--- src/rtl/i2c_evt_pkg.sv ---
`timescale 1ns/1ps
// Package: shared constants and types for the I2C target event block.
// Assumes the 16-bit register layout given in the brief.
package i2c_evt_pkg;
    localparam int FLAG_STOP = 5;
    localparam int FLAG_SAD  = 4;
    localparam int FLAG_MAD  = 3;
    localparam int FLAG_TXC  = 1;
    localparam int REG_W     = 16;

    localparam logic [REG_W-1:0] STAT_MASK = 16'h003A;
    localparam logic [REG_W-1:0] EN_MASK   = 16'h0038;

    typedef enum logic [2:0] {
        ST_IDLE, ST_ADDR, ST_AACK, ST_WDAT, ST_WACK, ST_RDAT, ST_RACK, ST_SKIP
    } tgt_state_e;

    typedef struct packed {
        logic start;
        logic stop;
        logic rise;
        logic fall;
    } bus_evt_t;
endpackage

--- src/rtl/i2c_bus_cond.sv ---
`timescale 1ns/1ps
// Module: i2c_bus_cond
// Decodes START, STOP and SCL edges from the sampled bus lines.
// Assumes scl_i/sda_i are already synchronous to clk. The events are
// combinational against the previous sample, so they are valid in the
// cycle in which a change is first seen.
module i2c_bus_cond
    import i2c_evt_pkg::*;
(
    input  logic     clk,
    input  logic     rst_n,
    input  logic     scl_i,
    input  logic     sda_i,
    output bus_evt_t evt
);
    logic scl_q;
    logic sda_q;

    // Hold the previous bus sample (idle bus is high).
    always_ff @(posedge clk) begin
        if (!rst_n) begin
            scl_q <= 1'b1;
            sda_q <= 1'b1;
        end else begin
            scl_q <= scl_i;
            sda_q <= sda_i;
        end
    end

    // Classify the transition between the previous and current sample.
    always_comb begin
        evt.start = scl_q & scl_i & sda_q & ~sda_i;
        evt.stop  = scl_q & scl_i & ~sda_q & sda_i;
        evt.rise  = ~scl_q & scl_i;
        evt.fall  = scl_q & ~scl_i;
    end
endmodule

--- src/rtl/i2c_tgt_fsm.sv ---
`timescale 1ns/1ps
// Module: i2c_tgt_fsm
// Follows the target side of a transfer: address decode, acknowledge,
// write-byte reception with first-byte pointer capture, and read-byte
// transmission of a fixed holding byte. Emits one-cycle event pulses.
// Assumes SDA is only changed by the controller while SCL is low.
module i2c_tgt_fsm
    import i2c_evt_pkg::*;
#(
    parameter int         ADDR_W   = 7,
    parameter logic [6:0] OWN_ADDR = 7'h50,
    parameter logic [7:0] TX_BYTE  = 8'hA5,
    parameter int         SAD_CLKS = 2
) (
    input  logic       clk,
    input  logic       rst_n,
    input  bus_evt_t   evt,
    input  logic       sda_i,
    output logic       sda_oe,
    output logic       stop_hit,
    output logic       sad_hit,
    output logic       mad_hit,
    output logic       txc_hit,
    output logic [7:0] ptr_data
);
    localparam int BYTE_W = ADDR_W + 1;
    localparam int CW     = $clog2(SAD_CLKS + 1);
    localparam int BW     = $clog2(BYTE_W + 1);

    tgt_state_e        state;
    logic [BYTE_W-1:0] shreg;
    logic [BW-1:0]     bit_cnt;
    logic [CW-1:0]     clk_cnt;
    logic              armed;
    logic              first;
    logic              rnw;
    logic [7:0]        tx_sh;

    // Select the outgoing bit for the current bit position.
    always_comb tx_sh = TX_BYTE << bit_cnt;

    assign ptr_data = shreg;

    // Advance the transfer on each bus event; START and STOP take priority.
    always_ff @(posedge clk) begin
        if (!rst_n) begin
            state    <= ST_IDLE;
            shreg    <= '0;
            bit_cnt  <= '0;
            clk_cnt  <= '0;
            armed    <= 1'b0;
            first    <= 1'b0;
            rnw      <= 1'b0;
            sda_oe   <= 1'b0;
            stop_hit <= 1'b0;
            sad_hit  <= 1'b0;
            mad_hit  <= 1'b0;
            txc_hit  <= 1'b0;
        end else begin
            stop_hit <= 1'b0;
            sad_hit  <= 1'b0;
            mad_hit  <= 1'b0;
            txc_hit  <= 1'b0;
            if (evt.start) begin
                state   <= ST_ADDR;
                bit_cnt <= '0;
                clk_cnt <= '0;
                armed   <= 1'b1;
                first   <= 1'b1;
                sda_oe  <= 1'b0;
            end else if (evt.stop) begin
                state    <= ST_IDLE;
                armed    <= 1'b0;
                sda_oe   <= 1'b0;
                stop_hit <= 1'b1;
            end else if (evt.rise) begin
                if (armed) begin
                    if (clk_cnt == CW'(SAD_CLKS - 1)) begin
                        sad_hit <= 1'b1;
                        armed   <= 1'b0;
                    end
                    clk_cnt <= clk_cnt + 1'b1;
                end
                case (state)
                    ST_ADDR, ST_WDAT: begin
                        shreg   <= {shreg[BYTE_W-2:0], sda_i};
                        bit_cnt <= bit_cnt + 1'b1;
                    end
                    ST_RDAT: bit_cnt <= bit_cnt + 1'b1;
                    ST_RACK: begin
                        txc_hit <= 1'b1;
                        bit_cnt <= '0;
                        state   <= sda_i ? ST_SKIP : ST_RDAT;
                    end
                    default: ;
                endcase
            end else if (evt.fall) begin
                case (state)
                    ST_ADDR: if (bit_cnt == BW'(BYTE_W)) begin
                        if (shreg[BYTE_W-1:1] == OWN_ADDR) begin
                            state  <= ST_AACK;
                            rnw    <= shreg[0];
                            sda_oe <= 1'b1;
                        end else begin
                            state  <= ST_SKIP;
                        end
                    end
                    ST_AACK: begin
                        bit_cnt <= '0;
                        state   <= rnw ? ST_RDAT : ST_WDAT;
                        sda_oe  <= rnw ? ~TX_BYTE[7] : 1'b0;
                    end
                    ST_WDAT: if (bit_cnt == BW'(BYTE_W)) begin
                        state  <= ST_WACK;
                        sda_oe <= 1'b1;
                        if (first) begin
                            mad_hit <= 1'b1;
                            first   <= 1'b0;
                        end
                    end
                    ST_WACK: begin
                        state   <= ST_WDAT;
                        bit_cnt <= '0;
                        sda_oe  <= 1'b0;
                    end
                    ST_RDAT: if (bit_cnt == BW'(BYTE_W)) begin
                        state  <= ST_RACK;
                        sda_oe <= 1'b0;
                    end else begin
                        sda_oe <= ~tx_sh[7];
                    end
                    default: ;
                endcase
            end
        end
    end
endmodule

--- src/rtl/i2c_evt_regs.sv ---
`timescale 1ns/1ps
// Module: i2c_evt_regs
// Holds the sticky status flags, the enable mask and the memory pointer,
// serves register reads and forms the interrupt. A hardware set wins over
// a software clear of the same flag in the same cycle.
module i2c_evt_regs
    import i2c_evt_pkg::*;
(
    input  logic             clk,
    input  logic             rst_n,
    input  logic             stop_hit,
    input  logic             sad_hit,
    input  logic             mad_hit,
    input  logic             txc_hit,
    input  logic [7:0]       ptr_data,
    input  logic             reg_wr,
    input  logic [1:0]       reg_addr,
    input  logic [REG_W-1:0] reg_wdata,
    output logic [REG_W-1:0] reg_rdata,
    output logic [REG_W-1:0] status_o,
    output logic [REG_W-1:0] enable_o,
    output logic             irq
);
    logic [REG_W-1:0] hw_set;
    logic [REG_W-1:0] irq_mask;
    logic [7:0]       ptr_q;

    // Place the event pulses at their flag positions.
    always_comb begin
        hw_set            = '0;
        hw_set[FLAG_STOP] = stop_hit;
        hw_set[FLAG_SAD]  = sad_hit;
        hw_set[FLAG_MAD]  = mad_hit;
        hw_set[FLAG_TXC]  = txc_hit;
    end

    // Update flags, enables and pointer; hardware sets are OR'd last.
    always_ff @(posedge clk) begin
        if (!rst_n) begin
            status_o <= '0;
            enable_o <= '0;
            ptr_q    <= '0;
        end else begin
            status_o <= ((reg_wr && reg_addr == 2'd0) ? (reg_wdata & STAT_MASK) : status_o) | hw_set;
            if (reg_wr && reg_addr == 2'd1) enable_o <= reg_wdata & EN_MASK;
            if (mad_hit) ptr_q <= ptr_data;
        end
    end

    // Return the addressed register.
    always_comb begin
        case (reg_addr)
            2'd0:    reg_rdata = status_o;
            2'd1:    reg_rdata = enable_o;
            2'd2:    reg_rdata = {8'h00, ptr_q};
            default: reg_rdata = '0;
        endcase
    end

    // Transmit-complete has no enable bit and always counts.
    always_comb begin
        irq_mask           = enable_o;
        irq_mask[FLAG_TXC] = 1'b1;
        irq                = |(status_o & irq_mask);
    end
endmodule

--- src/rtl/i2c_tgt_evt_irq.sv ---
`timescale 1ns/1ps
// Module: i2c_tgt_evt_irq (top)
// I2C target that turns bus events into sticky, maskable interrupt flags
// and captures the first written byte as a memory pointer.
// Assumes synchronized bus inputs and an external open-drain SDA driver.
module i2c_tgt_evt_irq #(
    parameter logic [6:0] OWN_ADDR = 7'h50,
    parameter logic [7:0] TX_BYTE  = 8'hA5,
    parameter int         SAD_CLKS = 2
) (
    input  logic        clk,
    input  logic        rst_n,
    input  logic        scl_i,
    input  logic        sda_i,
    output logic        sda_oe,
    input  logic        reg_wr,
    input  logic [1:0]  reg_addr,
    input  logic [15:0] reg_wdata,
    output logic [15:0] reg_rdata,
    output logic        irq
);
    import i2c_evt_pkg::*;

    bus_evt_t   evt;
    logic       stop_hit;
    logic       sad_hit;
    logic       mad_hit;
    logic       txc_hit;
    logic [7:0] ptr_data;
    logic [15:0] status_w;
    logic [15:0] enable_w;

    i2c_bus_cond u_cond (
        .clk   (clk),
        .rst_n (rst_n),
        .scl_i (scl_i),
        .sda_i (sda_i),
        .evt   (evt)
    );

    i2c_tgt_fsm #(
        .ADDR_W   (7),
        .OWN_ADDR (OWN_ADDR),
        .TX_BYTE  (TX_BYTE),
        .SAD_CLKS (SAD_CLKS)
    ) u_fsm (
        .clk      (clk),
        .rst_n    (rst_n),
        .evt      (evt),
        .sda_i    (sda_i),
        .sda_oe   (sda_oe),
        .stop_hit (stop_hit),
        .sad_hit  (sad_hit),
        .mad_hit  (mad_hit),
        .txc_hit  (txc_hit),
        .ptr_data (ptr_data)
    );

    i2c_evt_regs u_regs (
        .clk       (clk),
        .rst_n     (rst_n),
        .stop_hit  (stop_hit),
        .sad_hit   (sad_hit),
        .mad_hit   (mad_hit),
        .txc_hit   (txc_hit),
        .ptr_data  (ptr_data),
        .reg_wr    (reg_wr),
        .reg_addr  (reg_addr),
        .reg_wdata (reg_wdata),
        .reg_rdata (reg_rdata),
        .status_o  (status_w),
        .enable_o  (enable_w),
        .irq       (irq)
    );
endmodule

--- config.mk ---
export PLATFORM = sky130hd
export DESIGN_NAME = i2c_tgt_evt_irq
export DESIGN_NICKNAME = d
export VERILOG_FILES = /design/src/rtl/i2c_evt_pkg.sv /design/src/rtl/i2c_bus_cond.sv /design/src/rtl/i2c_tgt_fsm.sv /design/src/rtl/i2c_evt_regs.sv /design/src/rtl/i2c_tgt_evt_irq.sv
export SDC_FILE = /design/constraint.sdc
export NUM_CORES = 1
export LEC_CHECK = 0
export BUFFER_PORTS_ARGS = -buffer_cell sky130_fd_sc_hd__buf_2
export CAP_MARGIN = 10
export CORE_MARGIN = 3
export CORE_UTILIZATION = 25
export DETAILED_ROUTE_END_ITERATION = 8
export GPL_ROUTABILITY_DRIVEN = 0
export PLACE_DENSITY = 0.4
export SYNTH_ARGS = -nofsm -noshare
export SYNTH_HDL_FRONTEND = slang
export SYNTH_HIERARCHICAL = 1
export SYNTH_SLANG_ARGS = --single-unit
export TNS_END_PERCENT = 20
--- constraint.sdc ---
create_clock -name clk -period 1.72 [get_ports clk]
set_input_delay 0.172 -clock clk [delete_from_list [all_inputs] [get_ports clk]]
set_output_delay 0.172 -clock clk [all_outputs]
set_load 0.01 [all_outputs]
== Word-level counts from Yosys, hierarchy flattened ==
Index checks and enable logic that the tools add are counted.

* Input bits: 23
* Output and inout bits: 18
* Register bits: 54
* Logic and storage cells: 136

* $add $sub $neg: 2
* Eq/ne operators: 25
* Muxes and demuxes: 38
* Shift-type cells: 1
* Reductions and logical operators: 30
* Bitwise logic cells: 22

{| class="wikitable"
|+ Operators with widths
! kind !! number
|-
| $pmux W16 S3 || 1
|-
| $mux W3 || 8
|-
| $mux W1 || 21
|-
| $reduce_and A6 Y1 || 3
|-
| $and A16 B6 Y16 || 1
|-
| $mux W16 || 1
|-
| $or A16 B6 Y16 || 1
|-
| $reduce_or A16 Y1 || 1
|-
| $ne A5 B4 Y1 const B || 3
|-
| $pmux W3 S5 || 1
|-
| $not A1 Y1 || 13
|-
| $mux W4 || 3
|-
| $ne A2 B1 Y1 const B || 6
|-
| $ne A3 B2 Y1 const B || 4
|-
| $reduce_bool A2 Y1 || 5
|-
| $eq A3 B3 Y1 const B || 3
|-
| $pmux W4 S2 || 1
|-
| $reduce_and A4 Y1 || 2
|-
| $reduce_bool A4 Y1 || 2
|-
| $reduce_bool A8 Y1 || 1
|-
| $shl A8 B4 Y8 const A || 1
|-
| $and A1 B1 Y1 || 7
|-
| $eq A7 B7 Y1 const B || 1
|-
| $reduce_and A7 Y1 || 1
|-
| other kinds (21) || 27
|}

== Logic depth before layout (Yosys ltp) ==
* Depth after elaboration: 8
* Gate-level depth with buffers: 7
* Mapped depth without buffers: 6

== Modules after synthesis ==
The synthesis kept the hierarchy.

{| class="wikitable"
|+ Modules (own cells, without submodules)
! module !! area an instance (um2) !! sequential area each (um2) !! instances !! cells each
|-
| i2c_tgt_fsm || 1326.3 || 500.5 || 1 || 152
|-
| i2c_evt_regs || 996.0 || 300.3 || 1 || 109
|-
| i2c_bus_cond || 85.1 || 40.0 || 1 || 8
|}

== Least setup slack after synthesis ==
OpenSTA, ideal clock, no wires.

* Path kind: reg2reg
* Start: register u_cond.scl_q
* End: register u_fsm.sda_oe
* Clock period less this slack: 1784 ps
* Setup time: 87 ps
* Arrival time: 1697 ps
* Path buffers: 0
* Stages on the path, launching flop included: 6
* Required time: 1633 ps
* Path slack: -64 ps
* Cells stage by stage: dfxtp_1 > nor2b_1 > nand2b_4 > or3_1 > or4_1 > o31ai_1

{| class="wikitable"
|+ RTL lines
! what !! line !! text
|-
| start, declared || i2c_bus_cond.sv:16 || <nowiki>logic scl_q;</nowiki>
|-
| start signal, assigned || i2c_bus_cond.sv:25 || <nowiki>scl_q <= scl_i;</nowiki>
|-
| end signal, assigned || i2c_tgt_fsm.sv:111 || <nowiki>sda_oe <= rnw ? ~TX_BYTE[7] : 1'b0;</nowiki>
|-
| end signal, assigned || i2c_tgt_fsm.sv:130 || <nowiki>sda_oe <= ~tx_sh[7];</nowiki>
|-
| end, declared || i2c_tgt_fsm.sv:19 || <nowiki>output logic sda_oe,</nowiki>
|}

==> results.yml <==
run_status:
  status: "finished, violations left"
  failed_checks: "setup timing"
die:
  num_rows: 33
  ios: 41
  core_mm2: 0.008423
  fp.dieArea_mm2: 0.01005
  dieHeight_um: 100.2
  die_x_um: 100.2
  initial_utilization_pct: 26.35
global_routing:
  grt_max_degree: 22
  antenna_found_initial: 0
  grt_pass1_vias: 1819
  track_usage_pct: 11.16
  globalRoute.totalOverflow: 0
  grt_pass1_wl_mm: 9.066
timing:
  hold_viol: 0
  setup_ws_ns: -0.05714
  setup_violations: 1
  fmax_ghz: 0.5627
  rsz0062_at_grt: "yes"
  fin_worst_skew_ns: 0.002816
  min_period_ns: 1.777
  final.setup.tns_ns: -0.05714
  final_max_slew_viol_count: 0
  fin_crit_sh_pct: 103.3
  relSlewSlack_pct: 63.26
  tightest_slew_ns: 0.5504
layout:
  insertedDiodeCount: 0
  fillers: 895
  area_delta_synth_final_pct: 29.54
  layout.nets: 326
  drive_gt1_share_pct: 32.00
min_path:
  holdCritPathClass: "in2reg"
clocking:
  path_clk_slew_ns: 0.08
  cts.sinks: 42
  cts_root_buffer: "clkbuf_8"
  cts_tree: "built"
  htreeDepth: 2
  cts_made_buffers: 5
  insertion_delay_ns: 0.29
  clockBufferDepth: 2
  hold_buffers: 0
critical_path:
  worstSetupStartpointType: "flop"
  critPathMaxFanout: 3
  crit_type: "reg2reg"
  cp_data_required_time_ns: 1.93
  cp_top_family: "simple AND/OR/NAND/NOR gates"
  worstPathArrival_ns: 1.99
  max_stage_delay_ns: 0.52
  cp-end-kind: "flop"
  path_buf_inv: 0
  cp_slowest_cell: "or4_4"
  crit_chain: "nor2b_4, nand2b_4, or3_4, or4_4, o31ai_2"
logic_synthesis:
  syn_avg_cell_area_um2: 9.097
  synthCells: 244
  yosys_warnings: 6
  netlist_area_mm2: 0.002220
drt:
  first_pass_iters: 4
  wl_mm: 5.463
  viasPerCell: 4.610
  postRouteAntennaNets: 0
  num_vias: 1867
  wire_per_inst_um: 13.49
  dr.first_iter.drc_count: 63
  post-route-drc-count: 0
power:
  ir_drop_v: 0.0002561
  powerDensity_mw_per_mm2: 686.6
  p_leak_nw: 1.217
job:
  cap_violations: 0
placement:
  dp_slack_ns: -0.1892
  port_buffers: 20
  hpwlAfterDp_mm: 4.042
-- stage by stage --
stage          instance area [um2]  total power (W)  utilization [%]  hold WS (ns)  instances
2_1_floorplan                 2248         0.001212                -        0.2450        251
3_3_place_gp                  2611         0.001309            31.00        0.4298        391
3_5_place_dp                  2611         0.001306            31.00        0.4319        391
4_1_cts                       2755         0.001986            32.71        0.1257        401
5_1_grt                       2875         0.002085            34.14        0.1515        405
6_report                      2875         0.001974            34.14        0.1332        405
-- registers in the layout, indices dropped and copies added, names as in the netlist, 2 cells and up --
register,flops
u_regs/status_o,4
u_fsm/state,3
u_fsm/ptr_data,8
u_fsm/bit_cnt,4
u_regs/ptr_q,8
u_fsm/clk_cnt,2
u_regs/enable_o,3
-- final cells by class --
type | count | area [um2] | area share, %
Sequential cell | 42 | 847.1 | 29.46
Timing Repair Buffer | 59 | 396.6 | 13.79
Tap cell | 105 | 131.4 | 4.569
Clock buffer | 5 | 68.82 | 2.393
Multi-Input combinational cell | 182 | 1376 | 47.87
Inverter | 9 | 33.78 | 1.175
Clock inverter | 3 | 21.27 | 0.7398
-- power breakdown --
group | total (W) | switching, W | internal (W)
sequential | 0.00102 | 0.0000208 | 0.000995
combinational | 0.000311 | 0.000169 | 0.000142
clock | 0.000648 | 0.000362 | 0.000286
total | 0.00197 | 0.000552 | 0.00142
-- cell usage in the layout, fill, tap and decap left out, types with 5 or more instances in the layout --
master,count
buf_2,20
dfxtp_2,5
a21oi_1,7
clkbuf_8,5
nand2_1,14
dfxtp_1,37
nor2b_1,15
nand2b_1,5
inv_1,6
buf_4,38
mux2i_1,23
conb_1,8
nor2_1,24
and2_1,5
-- metal layers --
metal | vias up | track usage [%] | part of all wire [%] | routed length [um]
li1 | 961 | - | - | -
met1 | 880 | 15.85 | 51 | 2812
met2 | 24 | 17.43 | 45 | 2477
met3 | 2 | 2.432 | 2.8 | 154
met4 | 0 | 2.176 | 0.35 | 19
met5 | - | 0 | 0 | 0
-- what timing repair did --
action / 4_1_cts / 5_1_grt
endpoints found under the setup margin: 15 / 17
cloned: 0 / 0
hold endpoints to repair: 0 / 0
pin swaps: 3 / 10
setup buffers: 2 / 4
resized for setup: 9 / 21
-- path summary, 6_finish.rpt --
path / startpoint / to / slack [ns] / cells after the start
worst max-delay path: u_cond/scl_q$_SDFF_PN1_ / u_fsm/sda_oe$_SDFFE_PP0P_ / -0.06 / 5
worst min-delay path: sda_i / u_cond/sda_q$_SDFF_PN1_ / 0.13 / 2
worst max register to register: u_cond/scl_q$_SDFF_PN1_ / u_fsm/sda_oe$_SDFFE_PP0P_ / -0.06 / 5
worst min register to register: u_fsm/first$_SDFFE_PN0P_ / u_fsm/mad_hit$_SDFF_PP0_ / 0.48 / 1
Note: power is estimated with default switching activity, not from simulation.
